## config.mk

```make
export PLATFORM = sky130hd
export DESIGN_NAME = scan_tap
export DESIGN_NICKNAME = d
export VERILOG_FILES = /design/src/rtl/scan_tap_pkg.sv /design/src/rtl/scan_tap_ctrl.sv /design/src/rtl/scan_tap_ir.sv /design/src/rtl/scan_tap_dr.sv /design/src/rtl/scan_tap.sv
export SDC_FILE = /design/constraint.sdc
export NUM_CORES = 1
export LEC_CHECK = 0
export BUFFER_PORTS_ARGS = -buffer_cell sky130_fd_sc_hd__buf_2
export CORE_ASPECT_RATIO = 1.25
export CORE_MARGIN = 4
export CORE_UTILIZATION = 40
export DETAILED_ROUTE_END_ITERATION = 10
export GPL_ROUTABILITY_DRIVEN = 0
export GPL_TIMING_DRIVEN = 0
export PLACE_DENSITY = 0.59
export SLEW_MARGIN = 10
export SYNTH_ARGS = -nofsm -noshare
export SYNTH_HDL_FRONTEND = slang
export SYNTH_SLANG_ARGS = --single-unit
```

## constraint.sdc

```tcl
create_clock -name tck -period 1.5 [get_ports tck]
set_input_delay 0.3 -clock tck [delete_from_list [all_inputs] [get_ports tck]]
set_output_delay 0.3 -clock tck [all_outputs]
set_load 0.02 [all_outputs]
```

## src/rtl/scan_tap_pkg.sv

```systemverilog
package scan_tap_pkg;

    localparam int IR_W   = 8;
    localparam int WORD_W = 32;

    typedef enum logic [3:0] {
        ST_RESET, ST_IDLE,
        ST_DR_SEL, ST_DR_CAP, ST_DR_SHF, ST_DR_EX1, ST_DR_PAU, ST_DR_EX2, ST_DR_UPD,
        ST_IR_SEL, ST_IR_CAP, ST_IR_SHF, ST_IR_EX1, ST_IR_PAU, ST_IR_EX2, ST_IR_UPD
    } tap_state_e;

    typedef enum logic [1:0] {
        PATH_PASS, PATH_IDENT, PATH_USER, PATH_BOUND
    } dr_path_e;

    typedef struct packed {
        dr_path_e path;
        logic     drive;
        logic     float_all;
    } op_decode_t;

    localparam logic [IR_W-1:0] OP_IDENT_DEF = 8'h16;
    localparam logic [IR_W-1:0] IR_CAPTURE   = 8'h19;

    function automatic tap_state_e tap_next(tap_state_e s, logic m);
        case (s)
            ST_RESET:  return m ? ST_RESET  : ST_IDLE;
            ST_IDLE:   return m ? ST_DR_SEL : ST_IDLE;
            ST_DR_SEL: return m ? ST_IR_SEL : ST_DR_CAP;
            ST_DR_CAP: return m ? ST_DR_EX1 : ST_DR_SHF;
            ST_DR_SHF: return m ? ST_DR_EX1 : ST_DR_SHF;
            ST_DR_EX1: return m ? ST_DR_UPD : ST_DR_PAU;
            ST_DR_PAU: return m ? ST_DR_EX2 : ST_DR_PAU;
            ST_DR_EX2: return m ? ST_DR_UPD : ST_DR_SHF;
            ST_DR_UPD: return m ? ST_DR_SEL : ST_IDLE;
            ST_IR_SEL: return m ? ST_RESET  : ST_IR_CAP;
            ST_IR_CAP: return m ? ST_IR_EX1 : ST_IR_SHF;
            ST_IR_SHF: return m ? ST_IR_EX1 : ST_IR_SHF;
            ST_IR_EX1: return m ? ST_IR_UPD : ST_IR_PAU;
            ST_IR_PAU: return m ? ST_IR_EX2 : ST_IR_PAU;
            ST_IR_EX2: return m ? ST_IR_UPD : ST_IR_SHF;
            default:   return m ? ST_DR_SEL : ST_IDLE;
        endcase
    endfunction

    function automatic op_decode_t op_decode(logic [IR_W-1:0] op);
        op_decode_t d;
        d = '{path: PATH_PASS, drive: 1'b0, float_all: 1'b0};
        case (op)
            8'h16, 8'h19, 8'h1D: d.path = PATH_IDENT;
            8'h17:               d.path = PATH_USER;
            8'h1C:               d.path = PATH_BOUND;
            8'hD5, 8'h2C: begin
                d.path  = PATH_BOUND;
                d.drive = 1'b1;
            end
            8'h20:               d.drive = 1'b1;
            8'h18:               d.float_all = 1'b1;
            default:             d.path = PATH_PASS;
        endcase
        return d;
    endfunction

endpackage

```

## src/rtl/scan_tap_ctrl.sv

```systemverilog
module scan_tap_ctrl
    import scan_tap_pkg::*;
(
    input  logic       tck,
    input  logic       rst,
    input  logic       tms,
    output tap_state_e state
);
    always_ff @(posedge tck) begin
        if (rst) state <= ST_RESET;
        else     state <= tap_next(state, tms);
    end
endmodule

```

## src/rtl/scan_tap_ir.sv

```systemverilog
module scan_tap_ir
    import scan_tap_pkg::*;
#(
    parameter int W = IR_W
) (
    input  logic         tck,
    input  logic         rst,
    input  logic         tdi,
    input  tap_state_e   state,
    output logic [W-1:0] ir_sr,
    output logic [W-1:0] ir_q
);
    always_ff @(posedge tck) begin
        if (rst || state == ST_RESET) begin
            ir_q  <= W'(OP_IDENT_DEF);
            ir_sr <= '0;
        end else begin
            case (state)
                ST_IR_CAP: ir_sr <= W'(IR_CAPTURE);
                ST_IR_SHF: ir_sr <= {tdi, ir_sr[W-1:1]};
                ST_IR_UPD: ir_q  <= ir_sr;
                default: ;
            endcase
        end
    end
endmodule

```

## src/rtl/scan_tap_dr.sv

```systemverilog
module scan_tap_dr
    import scan_tap_pkg::*;
#(
    parameter int               W         = WORD_W,
    parameter logic [WORD_W-1:0] IDENT    = 32'h0128_1043,
    parameter logic [WORD_W-1:0] USERWORD = '1
) (
    input  logic       tck,
    input  logic       rst,
    input  logic       tdi,
    input  tap_state_e state,
    input  dr_path_e   path,
    input  logic       bnd_so,
    output logic       dr_so
);
    logic         pass_q;
    logic [W-1:0] ident_q;
    logic [W-1:0] user_q;

    wire cap = (state == ST_DR_CAP);
    wire shf = (state == ST_DR_SHF);

    always_ff @(posedge tck) begin
        if (rst) begin
            pass_q  <= 1'b0;
            ident_q <= '0;
            user_q  <= '0;
        end else begin
            if (path == PATH_PASS) begin
                if (cap)      pass_q <= 1'b0;
                else if (shf) pass_q <= tdi;
            end
            if (path == PATH_IDENT) begin
                if (cap)      ident_q <= IDENT[W-1:0];
                else if (shf) ident_q <= {tdi, ident_q[W-1:1]};
            end
            if (path == PATH_USER) begin
                if (cap)      user_q <= USERWORD[W-1:0];
                else if (shf) user_q <= {tdi, user_q[W-1:1]};
            end
        end
    end

    always_comb begin
        case (path)
            PATH_IDENT: dr_so = ident_q[0];
            PATH_USER:  dr_so = user_q[0];
            PATH_BOUND: dr_so = bnd_so;
            default:    dr_so = pass_q;
        endcase
    end
endmodule

```

## src/rtl/scan_tap.sv

```systemverilog
module scan_tap
    import scan_tap_pkg::*;
(
    input  logic tck,
    input  logic rst,
    input  logic tms,
    input  logic tdi,
    output logic tdo,
    output logic tdo_oe,
    output logic bnd_si,
    input  logic bnd_so,
    output logic bnd_capture,
    output logic bnd_shift,
    output logic bnd_update,
    output logic bnd_mode,
    output logic hiz_req
);
    tap_state_e      state;
    logic [IR_W-1:0] ir_sr;
    logic [IR_W-1:0] ir_q;
    logic            dr_so;
    op_decode_t      dec;

    scan_tap_ctrl u_ctrl (.tck(tck), .rst(rst), .tms(tms), .state(state));

    scan_tap_ir #(.W(IR_W)) u_ir (
        .tck(tck), .rst(rst), .tdi(tdi), .state(state),
        .ir_sr(ir_sr), .ir_q(ir_q)
    );

    assign dec = op_decode(ir_q);

    scan_tap_dr u_dr (
        .tck(tck), .rst(rst), .tdi(tdi), .state(state),
        .path(dec.path), .bnd_so(bnd_so), .dr_so(dr_so)
    );

    wire bsel = (dec.path == PATH_BOUND);
    assign bnd_si      = tdi;
    assign bnd_capture = bsel && state == ST_DR_CAP;
    assign bnd_shift   = bsel && state == ST_DR_SHF;
    assign bnd_update  = bsel && state == ST_DR_UPD;
    assign bnd_mode    = dec.drive;
    assign hiz_req     = dec.float_all;

    always_ff @(negedge tck) begin
        if (rst) begin
            tdo    <= 1'b0;
            tdo_oe <= 1'b0;
        end else begin
            tdo    <= (state == ST_IR_SHF) ? ir_sr[0] : dr_so;
            tdo_oe <= (state == ST_IR_SHF) || (state == ST_DR_SHF);
        end
    end
endmodule

```

Word-level counts from Yosys, hierarchy flattened. Cells that the tools add are included. Widths: inputs -> output; s select.

Bits in registers: 87. Output and inout port bits: 8.

Reductions and logical operators: 17. Equal/unequal tests: 26. Muxes and demuxes: 25.

Operators with widths (number): $mux 32 (4); $eq 8x5->1 const B (6); $pmux 4 s11 (1); $eq 4x4->1 const B (8); $eq 4x3->1 const B (4); $eq 8x6->1 const B (2); $mux 4 (4); $pmux 8 s2 (1); $reduce_or 3->1 (3); $eq 4x2->1 const B (2); $eq 8x8->1 const B (1); $mux 1 (8); $mux 2 (3); $mux 3 (2); $pmux 2 s3 (1); $reduce_and 2->1 (3); $eq 2x2->1 const B (2); $logic_not 4->1 (1); $reduce_bool 2->1 (2); $reduce_or 2->1 (2); $logic_and 1x1->1 (3); $pmux 1 s3 (1); $eq 2x1->1 const B (1); $logic_not 2->1 (1); $logic_or 1x1->1 (2).

Longest topological paths before layout. Gate-level depths: netlist of run 1.

Depth after elaboration: 6. Mapped depth: 8. Gate-level depth less buffers: 5.

Cells and area by module. From an unflattened synthesis of run 1, not the netlist that was laid out.

Cell total of the unflattened synthesis: 438. Area, all modules: 4048.9 um^2.

Modules (own cells, without submodules): scan_tap_dr (area each 2825.2 um^2, cells an instance 293, times used 1); scan_tap_ir (area each 609.3 um^2, cells an instance 70, times used 1); scan_tap (area each 322.8 um^2, cells an instance 38, times used 1); scan_tap_ctrl (area each 291.5 um^2, cells an instance 37, times used 1).

==> results.json, run 1 <==
{
  "run_status": "finished, violations left",
  "failed_checks": "negative setup slack",
  "maxSlewHeadroom_pct": 53.65,
  "synth_cell_area_mm2": 0.003791,
  "timing_max_transition_violations_final": 0,
  "worst_ir_drop_vdd_uv": 544.3,
  "timing_worst_slew_pin_value_ns": 0.6953,
  "utilization_pct": 62.77,
  "largest_net_degree_at_the_start_of_global_routing": 14,
  "routed_wl_um": 9419,
  "accumulated_negative_setup_slack_ns": -31.78,
  "routed_via_density": 5.228,
  "synth_enable_flop_cells": 0,
  "powerDensity_mw_per_mm2": 903.9,
  "timing.hold.worst_path_depth": 2,
  "critical_path.max_stage_delay_ns": 0.56,
  "port_buffers": 12,
  "launch_instance_of_the_worst_register_to_register_path": "u_ir.ir_q[7]",
  "dpl_cell_area_mm2": 0.004511,
  "dr_total_vias": 3393,
  "final-instance-count-excl-fill": 649,
  "dp_cells": 593,
  "post_cts_hold_buffer_count": 0,
  "seq_area_frac_synth_pct": 45.94,
  "syn_to_final_growth_pct": 51.88,
  "die_h_um": 116.8,
  "rsz0062_at_grt": "true",
  "drc": 0,
  "critPathCaptureType": "flop",
  "worstPathBufferInverterCount": 0,
  "crit_chain": "or4b_4, a21o_1, a211oi_2, mux2i_1, o21ai_1",
  "synth_top_flop_cell": "dfxtp_1",
  "grt_pass1_vias": 3428,
  "detail_route.iter0.violations": 140,
  "final_critical_path_setup_slack_ns": -0.9113,
  "mapped_nets": 463,
  "cts_max_path_buffers": 2,
  "core_outline_area_mm2": 0.009174,
  "io-pin-count": 13,
  "floorplan.die.width_um": 95.08,
  "clk_latency_ns": 0.39,
  "clk_pin_slew_worst_paths_ns": 0.06,
  "timing.hold.worst_endpoint": "u_ctrl.state[0]",
  "finalInstanceArea_mm2": 0.005758,
  "worst_r2r_path_depth": 5,
  "initial_utilization_pct": 41.33,
  "drv_cap": 0,
  "fin_skew_ns": 0.05434,
  "share_of_layout_cells_above_drive_strength_1_pct": 46.01,
  "cells_after_synth": 458,
  "critPathMaxFanout": 4,
  "yosys_warnings": 0,
  "crit_arrival_ns": 1.98,
  "htree_num_levels": 3,
  "clockRootBuffer": "clkbuf_16",
  "wire_per_inst_um": 14.51,
  "clock_tree_from_tritoncts": "done",
  "path_class": "flop to flop",
  "r2r_setup_slk_ns": -0.91,
  "class_of_the_most_critical_hold_timing_path": "input pin to flop",
  "critical_path.reg2reg.endpoint": "tdo",
  "fin_nets": 527,
  "timing_hold_violations_final": 0,
  "final.hold.worst_slack_ns": 0.2452,
  "totalPowerFinal_mw": 5.204,
  "cts.sink_count": 87,
  "std_cell_rows": 39,
  "multiInputGateArea_mm2": 0.002425,
  "grt_antenna_before_repair": 0,
  "setup.worst_path.start_class": "flop",
  "dp_hpwl_um": 5585,
  "grt_first_pass_wirelength_um": 16220,
  "route.antenna.remaining_nets": 0,
  "yosysUniqueCellTypes": 43,
  "worst_hold_startpoint": "tms",
  "fillerInstances": 810,
  "n_antenna_cell": 0,
  "path_delay_family": "compound AO/OA/AOI/OAI gates",
  "async_flop_share_pct": 0,
  "setup-violations-final": 74,
  "grt_use_total_pct": 18.55,
  "syn_area_per_cell_um2": 8.278,
  "globalRoute.totalOverflow": 0,
  "synth.ff_latch_count": 87,
  "regArea_mm2": 0.001767,
  "drt-pass1-iter-count": 6,
  "cts_inserted_buffers": 9,
  "critical_path.slowest_cell": "or4b_4",
  "dpl_worst_slack_ns": -0.9174,
  "critPathRequiredTime_ns": 1.07,
  "pleak_nw": 1.963,
  "die-area_mm2": 0.01111
}
layer usage:
layer  GRT usage (%)  wire [µm]  vias to the layer above
met3           4.092        202                       20
met2           32.37       4813                       46
met1           22.01       4132                     1611
li1                -          -                     1716
met5               0          0                        -
met4           7.315        271                        0
repair_timing:
item	4_1_cts	5_1_grt
gates resized for setup	92	32
pin swaps	15	11
buffers inserted	26	7
cloned	9	0
setup endpoints to repair	91	94
layout by cell type (no fill, tap or decap), types with 3 or more instances in the layout:
cell       synthesis  layout
nor2_4             0      28
nand2b_1           3       3
nand3_1           37       9
buf_12             0      14
dfxtp_2            0       5
inv_1              6       6
clkbuf_16          0       9
clkbuf_1          21       9
buf_16             0       6
buf_8              0       5
nor3_1            17       7
dfxtp_4            0       5
buf_2              5       8
a21oi_2            1      10
nand3_2            0      26
nor2_1            80      44
buf_6              6      17
bufinv_16          0       3
nor3_2             0       7
clkbuf_4           0       3
nand4_1            3       3
o21ai_0            9       8
clkbuf_2           0       5
nand2_1           62      60
buf_4              6      25
nor2_2             0       8
dfxtp_1           87      77
nand3b_1           4       4
a21oi_1           44      34
a211oi_2          28      34
nor3_4             0       3
kinds of logic after synthesis:
group | share of synthesized area [%]
simple gates | 26.47
compound gates | 20.69
flops | 45.94
buf+inv | 6.402
xor+xnor | 0.2311
mux | 0.2640
cell usage after synthesis, types with 4 or more instances:
cell type,number,share of area (%)
dfxtp_1,87,46
nor2_1,80,7.9
nand2_1,62,6.1
a21oi_1,44,5.8
nand3_1,37,4.9
a211oi_2,28,9.2
clkbuf_1,21,2.1
nor3_1,17,2.2
o21ai_0,9,1.2
a211oi_1,8,1.6
buf_4,6,1.2
buf_6,6,1.8
inv_1,6,0.59
buf_2,5,0.66
nand3b_1,4,0.79
worst max path at each step:
stage / start / slack [ns] / depth (start not counted) / to
2_1_floorplan: u_ir.ir_q[5] / -0.74 / 5 / tdo
3_3_place_gp: u_ir.ir_q[4] / -0.90 / 5 / tdo
3_5_place_dp: u_ir.ir_q[4] / -0.92 / 5 / tdo
4_1_cts: u_ir.ir_q[7] / -0.84 / 5 / tdo
5_1_grt: u_ir.ir_q[7] / -1.03 / 5 / tdo
6_report: u_ir.ir_q[7] / -0.91 / 5 / tdo
layout make-up:
cell class              count  share of cell area [%]
plain buffers              37                   6.541
well taps                 123                   2.673
clock buffers              11                   4.042
flip-flops and latches     87                   30.68
repair buffers             54                   11.63
multi-input cells         326                   42.11
clock inverters             6                   1.782
inverters                   5                  0.5432
flip-flops by register name, summed over array words and instances, names as in the netlist:
name	flops
tdo	1
u_ctrl.state	4
tdo_oe	1
u_dr.ident_q	32
u_dr.pass_q	1
u_ir.ir_sr	8
u_ir.ir_q	8
u_dr.user_q	32
power breakdown:
| group | total (mW) | switching (mW) | leakage [nW] | internal, mW |
|---|---|---|---|---|
| clock | 2.49 | 0.872 | 0.170 | 1.62 |
| combinational | 0.368 | 0.218 | 1.09 | 0.149 |
| sequential | 2.34 | 0.0205 | 0.706 | 2.32 |
| total | 5.20 | 1.11 | 1.96 | 4.09 |
(Power assumes the default switching activity.)
==> run 2: changes to the inputs <==
- PLACE_DENSITY: 0.59 -> not set
- PLACE_DENSITY_LB_ADDON: not set -> 0.08
==> results.json, run 2 (synthesized netlist as in run 1, its figures left out) <==
{
  "htree_num_levels": 3,
  "grt_pass1_vias": 3324,
  "n_antenna_cell": 0,
  "clockRootBuffer": "clkbuf_16",
  "worstPathBufferInverterCount": 1,
  "largestRegisters": "u_dr.ident_q x32, u_dr.user_q x32",
  "detail_route.iter0.violations": 143,
  "grt_first_pass_wirelength_um": 15700,
  "io-pin-count": 13,
  "cts_max_path_buffers": 2,
  "critical_path.max_stage_delay_ns": 0.57,
  "most-common-layout-cells": "78 x dfxtp_1, 61 x nand2_1, 47 x nor2_1",
  "final-instance-count-excl-fill": 647,
  "final_critical_path_setup_slack_ns": -0.8464,
  "critical_path.reg2reg.endpoint": "tdo",
  "worst-path-stages": 6,
  "drt-pass1-iter-count": 4,
  "critPathMaxFanout": 4,
  "worst_r2r_path_depth": 6,
  "floorplan.die.width_um": 95.08,
  "grt_use_total_pct": 17.88,
  "wirelength_met1_um": 3994,
  "share_of_layout_cells_above_drive_strength_1_pct": 44.08,
  "fillerInstances": 804,
  "accumulated_negative_setup_slack_ns": -34.50,
  "syn_to_final_growth_pct": 49.31,
  "critical_path.slowest_cell": "or4b_4",
  "clk_pin_slew_worst_paths_ns": 0.06,
  "die-area_mm2": 0.01111,
  "powerDensity_mw_per_mm2": 886.7,
  "routed_via_density": 5.246,
  "dp_hpwl_um": 5605,
  "routed_wl_um": 9125,
  "clk_latency_ns": 0.39,
  "routed_wire_length_on_met3_um": 202,
  "wire_per_inst_um": 14.10,
  "crit_arrival_ns": 1.87,
  "post_cts_hold_buffer_count": 0,
  "clock_tree_from_tritoncts": "done",
  "fin_skew_ns": 0.05399,
  "setup.worst_path.start_class": "flop",
  "route.antenna.remaining_nets": 0,
  "port_buffers": 12,
  "layout.cells.most_common": "dfxtp_1",
  "failed_checks": "negative setup slack",
  "core_outline_area_mm2": 0.009174,
  "drv_cap": 0,
  "fin_nets": 525,
  "timing_max_transition_violations_final": 0,
  "r2r_setup_slk_ns": -0.85,
  "dp_cells": 593,
  "timing_worst_slew_pin_value_ns": 0.6903,
  "setup-violations-final": 74,
  "route.top_layer_used": "met4",
  "path_class": "flop to flop",
  "class_of_the_most_critical_hold_timing_path": "input pin to flop",
  "std_cell_rows": 39,
  "globalRoute.totalOverflow": 0,
  "path_delay_family": "simple AND/OR/NAND/NOR gates",
  "worst_ir_drop_vdd_uv": 612.7,
  "worstSetupStartpoint": "u_ir.ir_q[5]",
  "largest_net_degree_at_the_start_of_global_routing": 14,
  "utilization_pct": 61.70,
  "timing_hold_violations_final": 0,
  "initial_utilization_pct": 41.33,
  "run_status": "finished, violations left",
  "cts_inserted_buffers": 9,
  "pleak_nw": 1.947,
  "critPathCaptureType": "flop",
  "launch_instance_of_the_worst_register_to_register_path": "u_ir.ir_q[5]",
  "final.hold.worst_slack_ns": 0.2391,
  "drc": 0,
  "cts.sink_count": 87,
  "maxSlewHeadroom_pct": 53.98,
  "worst_setup_path_endpoint": "tdo",
  "critPathRequiredTime_ns": 1.02,
  "rsz0062_at_grt": "true",
  "grt_antenna_before_repair": 0,
  "dr_total_vias": 3394,
  "met2RoutedLength_um": 4723,
  "crit_chain": "or4b_4, buf_6, a211oi_4, a211oi_2, mux2i_1, o21ai_1",
  "die_h_um": 116.8
}
[run 2: cell types whose count changed in the layout (fill, tap and decap cells not counted), sizes merged]
cell    delta
buf        -8
bufbuf     +5
bufinv     -2
clkbuf     +3
[run 2: worst min-delay path by stage]
stage                           from  cells past startpoint  slack [ns]                to
CTS                              tms                      2        0.23   u_ctrl.state[0]
floorplan                        tms                      1        0.39   u_ctrl.state[0]
global placement    u_dr.ident_q[20]                      2        0.44  u_dr.ident_q[20]
detailed placement  u_dr.ident_q[25]                      2        0.45  u_dr.ident_q[25]
finish                           tms                      2        0.24   u_ctrl.state[0]
global route                     tms                      2        0.25   u_ctrl.state[0]
[run 2: metal layers]
layer | up-vias | GRT usage (%)
met2 | 40 | 30.97
li1 | 1726 | -
met5 | - | 0
met4 | 0 | 8.181
met1 | 1613 | 21.60
met3 | 15 | 2.941
[run 2: power breakdown]
group | internal (mW) | total (mW) | switching, mW
combinational | 0.135 | 0.337 | 0.202
sequential | 2.32 | 2.34 | 0.0180
clock | 1.48 | 2.34 | 0.867
[run 2: area by class of cell]
| cell class | instances | area (µm²) | share of cell area [%] |
|---|---|---|---|
| Sequential cell | 87 | 1768 | 31.23 |
| Clock buffer | 13 | 281.5 | 4.973 |
| Timing Repair Buffer | 52 | 659.4 | 11.65 |
| Inverter | 5 | 31.28 | 0.5526 |
| Multi-Input combinational cell | 326 | 2360 | 41.69 |
| Clock inverter | 4 | 42.54 | 0.7515 |
| Tap cell | 123 | 153.9 | 2.719 |
| Buffer | 37 | 364.1 | 6.432 |
[run 2: timing repair]
item                                    in CTS  in global routing
hold endpoints to repair                     0                  0
pin swaps                                    7                 13
cloned                                      10                  0
endpoints found under the setup margin      91                 93
setup buffers                               19                 13
resized for setup                           53                 47
[run 2: stage by stage]
stage                     area (µm²)  setup slack, ns  power, mW
after floorplan                 4297          -0.7428      2.606
after global placement          4511          -0.9052      2.675
after detailed placement        4511          -0.9206      2.675
after CTS                       5446          -0.8548      5.063
after global routing            5660          -0.9029      5.212
final                           5660          -0.8464      5.019
